===== src/rtl/irq_rec_pkg.sv =====
package irq_rec_pkg;
   localparam int DEF_LEVELS = 7;
   localparam int DEF_SYNC   = 2;

   function automatic int lvl_width(input int levels);
      return $clog2(levels + 1);
   endfunction
endpackage


===== src/rtl/irq_sync_bank.sv =====
module irq_sync_bank #(
   parameter int LINES  = 7,
   parameter int STAGES = 2
) (
   input  logic             clk,
   input  logic             rst_n,
   input  logic [LINES-1:0] req_n_async,
   output logic [LINES-1:0] req_sync
);
   if (STAGES < 2) begin : g_bad_stages
      $error("irq_sync_bank: STAGES must be at least 2");
   end

   for (genvar ln = 0; ln < LINES; ln++) begin : g_line
      logic [STAGES-1:0] chain;
      always_ff @(posedge clk) begin
         if (!rst_n) begin
            chain <= '0;
         end else begin
            chain <= {chain[STAGES-2:0], ~req_n_async[ln]};
         end
      end
      assign req_sync[ln] = chain[STAGES-1];
   end
endmodule


===== src/rtl/irq_prio_encode.sv =====
module irq_prio_encode #(
   parameter int LINES = 7,
   parameter int LVL_W = 3
) (
   input  logic [LINES-1:0] req,
   output logic [LVL_W-1:0] level
);
   always_comb begin
      level = '0;
      for (int i = 0; i < LINES; i++) begin
         if (req[i]) level = LVL_W'(i + 1);
      end
   end
endmodule


===== src/rtl/irq_mask_gate.sv =====
module irq_mask_gate #(
   parameter int LEVELS  = 7,
   parameter int LVL_W   = 3,
   parameter bit TOP_NMI = 1'b1
) (
   input  logic [LVL_W-1:0] level,
   input  logic [LVL_W-1:0] mask,
   output logic             recog
);
   localparam logic [LVL_W-1:0] TOP = LVL_W'(LEVELS);

   if (TOP_NMI) begin : g_nmi
      assign recog = (level > mask) || (level == TOP);
   end else begin : g_plain
      assign recog = (level > mask);
   end
endmodule


===== src/rtl/irq_ack_track.sv =====
module irq_ack_track #(
   parameter int LVL_W = 3
) (
   input  logic             clk,
   input  logic             rst_n,
   input  logic             ack_stb,
   input  logic [LVL_W-1:0] ack_lvl,
   input  logic [LVL_W-1:0] cur_lvl,
   input  logic             cur_vld,
   output logic             hit,
   output logic [LVL_W-1:0] hit_lvl,
   output logic             spur
);
   logic match;
   assign match = cur_vld && (ack_lvl == cur_lvl);

   always_ff @(posedge clk) begin
      if (!rst_n) begin
         hit     <= 1'b0;
         hit_lvl <= '0;
         spur    <= 1'b0;
      end else begin
         hit     <= ack_stb && match;
         hit_lvl <= (ack_stb && match) ? ack_lvl : '0;
         spur    <= ack_stb && !match;
      end
   end
endmodule


===== src/rtl/irq_level_recognizer.sv =====
module irq_level_recognizer
   import irq_rec_pkg::*;
#(
   parameter int NUM_LEVELS  = DEF_LEVELS,
   parameter int SYNC_STAGES = DEF_SYNC,
   parameter bit TOP_NMI     = 1'b1,
   localparam int LVL_W      = lvl_width(NUM_LEVELS)
) (
   input  logic                  clk,
   input  logic                  rst_n,
   input  logic [NUM_LEVELS-1:0] irq_req_n,
   input  logic [LVL_W-1:0]      ipl_mask,
   input  logic                  ack_stb,
   input  logic [LVL_W-1:0]      ack_lvl,
   output logic [LVL_W-1:0]      pend_lvl,
   output logic                  pend_vld,
   output logic                  ack_hit,
   output logic [LVL_W-1:0]      ack_hit_lvl,
   output logic                  ack_spur
);
   if (NUM_LEVELS < 1) begin : g_bad_levels
      $error("irq_level_recognizer: NUM_LEVELS must be at least 1");
   end

   logic [NUM_LEVELS-1:0] req_s;
   logic [LVL_W-1:0]      enc_lvl;
   logic                  enc_ok;

   irq_sync_bank #(.LINES(NUM_LEVELS), .STAGES(SYNC_STAGES)) sync_i (
      .clk(clk), .rst_n(rst_n), .req_n_async(irq_req_n), .req_sync(req_s)
   );

   irq_prio_encode #(.LINES(NUM_LEVELS), .LVL_W(LVL_W)) enc_i (
      .req(req_s), .level(enc_lvl)
   );

   irq_mask_gate #(.LEVELS(NUM_LEVELS), .LVL_W(LVL_W), .TOP_NMI(TOP_NMI)) gate_i (
      .level(enc_lvl), .mask(ipl_mask), .recog(enc_ok)
   );

   always_ff @(posedge clk) begin
      if (!rst_n) begin
         pend_lvl <= '0;
         pend_vld <= 1'b0;
      end else begin
         pend_vld <= enc_ok;
         pend_lvl <= enc_ok ? enc_lvl : '0;
      end
   end

   irq_ack_track #(.LVL_W(LVL_W)) ack_i (
      .clk(clk), .rst_n(rst_n), .ack_stb(ack_stb), .ack_lvl(ack_lvl),
      .cur_lvl(pend_lvl), .cur_vld(pend_vld),
      .hit(ack_hit), .hit_lvl(ack_hit_lvl), .spur(ack_spur)
   );
endmodule


===== config.mk =====
export PLATFORM = sky130hd
export DESIGN_NAME = irq_level_recognizer
export DESIGN_NICKNAME = d
export VERILOG_FILES = /design/src/rtl/irq_rec_pkg.sv /design/src/rtl/irq_sync_bank.sv /design/src/rtl/irq_prio_encode.sv /design/src/rtl/irq_mask_gate.sv /design/src/rtl/irq_ack_track.sv /design/src/rtl/irq_level_recognizer.sv
export SDC_FILE = /design/constraint.sdc
export NUM_CORES = 1
export LEC_CHECK = 0
export BUFFER_PORTS_ARGS = -buffer_cell sky130_fd_sc_hd__buf_4
export CORE_UTILIZATION = 41
export DETAILED_ROUTE_END_ITERATION = 8
export PLACE_DENSITY = 0.74
export SYNTH_ARGS = -nofsm -noshare
export SYNTH_HDL_FRONTEND = slang
export SYNTH_SLANG_ARGS = --single-unit

===== constraint.sdc =====
create_clock -name clk -period 1.38 [get_ports clk]
set_input_delay 0 -clock clk [delete_from_list [all_inputs] [get_ports clk]]
set_output_delay 0 -clock clk [all_outputs]
set_load 0.02 [all_outputs]

After elaboration in Yosys (flattened, before gate mapping)
Cells that the tools add are included.
{"block": "word_totals", "register_bits": 23, "wordCells": 36, "output_inout_bits": 9, "in_bits": 16}
{"block": "op_classes", "magnitude_cmp": 1, "n_mux": 7, "n_bitwise": 7, "eq_ne": 2, "reduce_logical": 7}
{"op": "2-to-1 mux 3 bit", "count": 4}
{"op": "NOT 1 bit", "count": 7}
{"op": "2-to-1 mux 2 bit", "count": 2}
{"op": "AND reduction 2 bit", "count": 2}
{"op": "== test 3 bit", "count": 1}
{"op": "== test 3 bit (second input constant)", "count": 1}
{"op": "> comparator 3 bit", "count": 1}
{"op": "logical AND 1 bit", "count": 3}
{"op": "logical NOT 1 bit", "count": 1}
{"op": "logical OR 1 bit", "count": 1}
{"op": "2-to-1 mux 1 bit", "count": 1}

Depth between registers and ports, before layout
{"block": "depth", "depth_word": 10, "depth_mapped": 8}

By module
A second synthesis with hierarchy kept.
{"block": "hier_totals", "cells_unflattened": 85, "hier_area_um2": 869.6}
{"mod": "irq_sync_bank", "cells_each": 36, "instances": 1, "area_each_um2": 454.2}
{"mod": "irq_ack_track", "cells_each": 19, "instances": 1, "area_each_um2": 178.9}
{"mod": "irq_level_recognizer", "cells_each": 8, "instances": 1, "area_each_um2": 106.4}
{"mod": "irq_mask_gate", "cells_each": 12, "instances": 1, "area_each_um2": 85.1}
{"mod": "irq_prio_encode", "cells_each": 10, "instances": 1, "area_each_um2": 45.0}

Worst setup path before layout
Ideal clock, no wire load.
{"block": "synth_timing", "path_kind": "reg-to-reg", "startpoint": "reg sync_i.g_line[3].chain[1]", "endpoint": "reg pend_lvl[1]", "setup_ps": 121, "path_slack_ps": -138, "period_less_slack_ps": 1518, "path_buffers": 0, "path_stages_with_launch": 6, "t_required_ps": 1259, "arrival_ps": 1397, "path_cell_list": "dfxtp_1 > o31ai_1 > ha_1 > a211o_1 > a21oi_1 > nor2_1"}
{"block": "synth_between", "elab_chain_len": 7, "word_cells_on_any_way": 8, "classes_between": "order compare: 1; eq/ne: 1; mux: 4; reduce/logical: 2"}
{"item": "start, declared", "line": "irq_sync_bank.sv:15", "rtl": "logic [STAGES-1:0] chain;"}
{"item": "start signal, assigned", "line": "irq_sync_bank.sv:20", "rtl": "chain <= {chain[STAGES-2:0], ~req_n_async[ln]};"}
{"item": "2-to-1 mux 3 bit (*) (4 in a row)", "line": "irq_prio_encode.sv:11", "rtl": "if (req[i]) level = LVL_W'(i + 1);"}
{"item": "net enc_i.level[1]", "line": "irq_prio_encode.sv:6", "rtl": "output logic [LVL_W-1:0] level"}
{"item": "> comparator 3 bit / == test 3 bit (equally long branches)", "line": "irq_mask_gate.sv:13", "rtl": "assign recog = (level > mask) || (level == TOP);"}
{"item": "logical OR 1 bit", "line": "irq_mask_gate.sv:13"}
{"item": "AND reduction 2 bit (no line)"}
{"item": "end signal, assigned", "line": "irq_level_recognizer.sv:47", "rtl": "pend_lvl <= enc_ok ? enc_lvl : '0;"}
{"item": "end, declared", "line": "irq_level_recognizer.sv:15", "rtl": "output logic [LVL_W-1:0] pend_lvl,"}
The timed path passes the listed nets; every way through them passes the cells marked *.
A chain may end at the register's enable or synchronous reset.

Worst setup path after layout
{"block": "layout_timing", "startpoint": "reg sync_i.g_line[4].chain[1]", "endpoint": "reg pend_lvl[2]"}
{"block": "layout_between", "elab_chain_len": 6, "word_cells_on_any_way": 7, "classes_between": "order compare: 1; eq/ne: 1; mux: 3; reduce/logical: 2"}
{"item": "start, declared", "line": "irq_sync_bank.sv:15"}
{"item": "start signal, assigned", "line": "irq_sync_bank.sv:20"}
{"item": "2-to-1 mux 3 bit (*) (3 in a row)", "line": "irq_prio_encode.sv:11"}
{"item": "> comparator 3 bit / == test 3 bit (equally long branches)", "line": "irq_mask_gate.sv:13"}
{"item": "logical OR 1 bit", "line": "irq_mask_gate.sv:13"}
{"item": "AND reduction 2 bit (no line)"}
Every way passes the cells marked *; elsewhere a longest branch is shown, timed or not.

==> flow_metrics.py <==
metrics = {
    "run_status": {
        "status": "finished with violations",
        "violations": "negative setup slack",
    },
    "yosys": {
        "yosys.area.top_type_share": 0.5851,
        "synth_nets": 96,
        "synthFlopType": "dfxtp_1",
        "synth_edf_count": 0,
        "syn_area_um2": 787.0,
        "synthCells": 77,
        "synth-seq-cells": 23,
        "synth_area_leaders": "dfxtp_1, and2_1, nor2b_1, ha_1, nor2_1",
        "yosysWarnings": 0,
        "ys_types": 19,
        "synth_seq_area_share": 0.5851,
        "synthArstFlopShare": 0,
        "yosysTopAreaCell": "dfxtp_1",
        "avgSynthCellArea_um2": 10.22,
    },
    "place": {
        "dpl.cell_count": 127,
        "place_hpwl_um": 1001,
        "gp_congestion": 0.6913,
        "dpl_worst_slack_ps": -201.3,
        "place_area_mm2": 0.001030,
        "portBuffers": 24,
    },
    "die": {
        "core_mm2": 0.001764,
        "initial_core_util": 0.4461,
        "row_count": 15,
        "dieHeight_um": 45.81,
        "die-area_mm2": 0.002099,
        "io_pins": 25,
        "die_w_um": 45.81,
    },
    "worst_hold_path": {
        "min-delay-start": "ipl_mask[0]",
        "min_path_type": "input port to register",
    },
    "global_route": {
        "grt_pass1_wl_um": 2339,
        "grt_pass1_vias": 594,
        "track_usage": 0.1624,
        "grt_max_degree": 20,
        "antenna_found_initial": 0,
        "overflow": 0,
    },
    "sta": {
        "final.period_utilization": 1.132,
        "hold_slack_ps": 266.0,
        "fin_skew_ps": 2.670,
        "max_freq_ghz": 0.6403,
        "fin_ws_ps": -181.9,
        "fin_crit_ps": 1562,
        "rsz0062_at_grt": "yes",
        "worstMarginPinSlew_ps": 231.1,
        "finalSetupViolCount": 4,
        "hold_viol": 0,
        "drv_slew": 0,
        "max_slew_margin": 0.8454,
    },
    "routing": {
        "viasPerCell": 4.521,
        "drt-total-wl_um": 1366,
        "via_count": 651,
        "initialDrtViolationCount": 5,
        "firstDrtPassIters": 2,
        "ant_nets": 0,
        "drc": 0,
        "routedWlPerCell_um": 9.486,
    },
    "worst_setup_path": {
        "rr_startpoint": "sync_i.g_line[4].chain[1]",
        "cp.arrival_ps": 1770,
        "endpoint_kind": "register",
        "path_max_fanout": 4,
        "startpoint_type": "register",
        "required_ps": 1590,
        "critPathLaunch": "sync_i.g_line[4].chain[1]",
        "path_class": "register to register",
    },
    "power_and_ir_drop": {
        "p_comb_frac": 0.192,
        "cellLeakagePower_nw": 0.5479,
        "internal_power_uw": 940.7,
        "p_per_area_mw_per_mm2": 1015,
        "p_clk_frac": 0.241,
        "p_seq_frac": 0.568,
        "p_switching_uw": 317.5,
        "p_sw_frac": 0.2523,
        "vdd_drop_max_mv": 0.7778,
    },
    "clocking": {
        "cts-buffers-inserted": 3,
        "cts_max_level": 1,
        "path_clk_slew_ps": 120,
        "cts.sinks": 23,
        "clk_latency_ps": 310,
        "cts_buffer_depth": 2,
        "cts_tree": "done",
        "root_buffer": "clkbuf_4",
    },
    "cells_and_area": {
        "final_area_mm2": 0.001240,
        "final_cells": 144,
        "drive_above_1_share": 0.3866,
        "final_common_cell": "buf_4",
        "nFillCells": 148,
        "area_growth_pct": 57.55,
        "diodes": 0,
        "layout_common_cells": "buf_4, dfxtp_1, dlygate4sd3_1, nor2b_1, and2_1",
        "nets": 139,
    },
    "run": {
        "maxCapViolations": 0,
    },
}
## critical path: stages (launching register included)
cell and delay, ps:
dfxtp_4 410, inv_4 40, a221oi_4 290, nor2_1 70
ha_1 310, a31oi_4 90, a21oi_2 190, nor2_1 70
## Yosys cell counts, drive strengths merged, types with 2 or more instances
cell and n:
nor2 10, inv 4, xnor2 2, dfxtp 23, nor2b 9, and2 9, nand2 5, a31oi 2
nor3 2, ha 3
## stage by stage
step	utilization	power [mW]	setup TNS [ps]
after floorplan	-	0.8346	-295.1
after global placement	0.5837	0.9082	-673.8
after global routing	0.7028	1.325	-1042
final	0.7028	1.258	-689.3
after CTS	0.7014	1.275	-729.1
after detailed placement	0.5837	0.9169	-784.0
## state kept, by name (all words and copies together) (netlist names)
signal,count
pend_vld,1
ack_i.hit,1
sync_i.g_line.chain,14
ack_i.spur,1
ack_i.hit_lvl,3
pend_lvl,3
## worst paths after layout
check	to	slack (ps)	cells after the start
worst max-delay path	pend_lvl[2]	-180	7
worst min-delay path	pend_lvl[0]	270	5
worst max register to register	pend_lvl[2]	-180	7
worst min register to register	sync_i.g_line[4].chain[1]	440	1
## repair_timing
item | CTS | global route
endpoints found under the setup margin | 4 | 4
setup buffers | 1 | 0
cloned | 0 | 0
pin swaps | 2 | 1
hold buffers | 12 | 0
endpoints found under the hold margin | 14 | 0
resized for setup | 12 | 1
## power by group through the flow
stage / registers (mW) / logic, mW / clock network, mW
after floorplan: 0.739 / 0.0952 / 0
after global placement: 0.725 / 0.184 / 0
after detailed placement: 0.726 / 0.191 / 0
after CTS: 0.714 / 0.243 / 0.317
after global routing: 0.718 / 0.264 / 0.342
final: 0.714 / 0.241 / 0.303
## layout make-up
type                       instances  area (um2)  area share
clock buffer                       3       22.52     0.01816
sequential                        23       469.2      0.3784
timing repair buffer              39       322.8      0.2603
inverter                           4       17.52     0.01413
tap                               25       31.28     0.02523
multi-input combinational         49       371.6      0.2997
clock inverter                     1       5.005    0.004036
## kinds of logic after synthesis
group / Yosys count / synth area share
XOR/XNOR: 3 / 0.03339
flip-flops: 23 / 0.5851
AO/OA/AOI/OAI: 6 / 0.06199
buffers and inverters: 5 / 0.02384
adder cells (fa/ha/maj): 3 / 0.04770
AND/OR/NAND/NOR: 37 / 0.2480
## routing by layer
layer | wire length (um) | GRT usage
met2 | 765 | 0.3114
met4 | 34 | 0.1059
met3 | 55 | 0.03571
met5 | 0 | 0
met1 | 511 | 0.1505
Note: power is estimated with default switching activity, not from simulation.
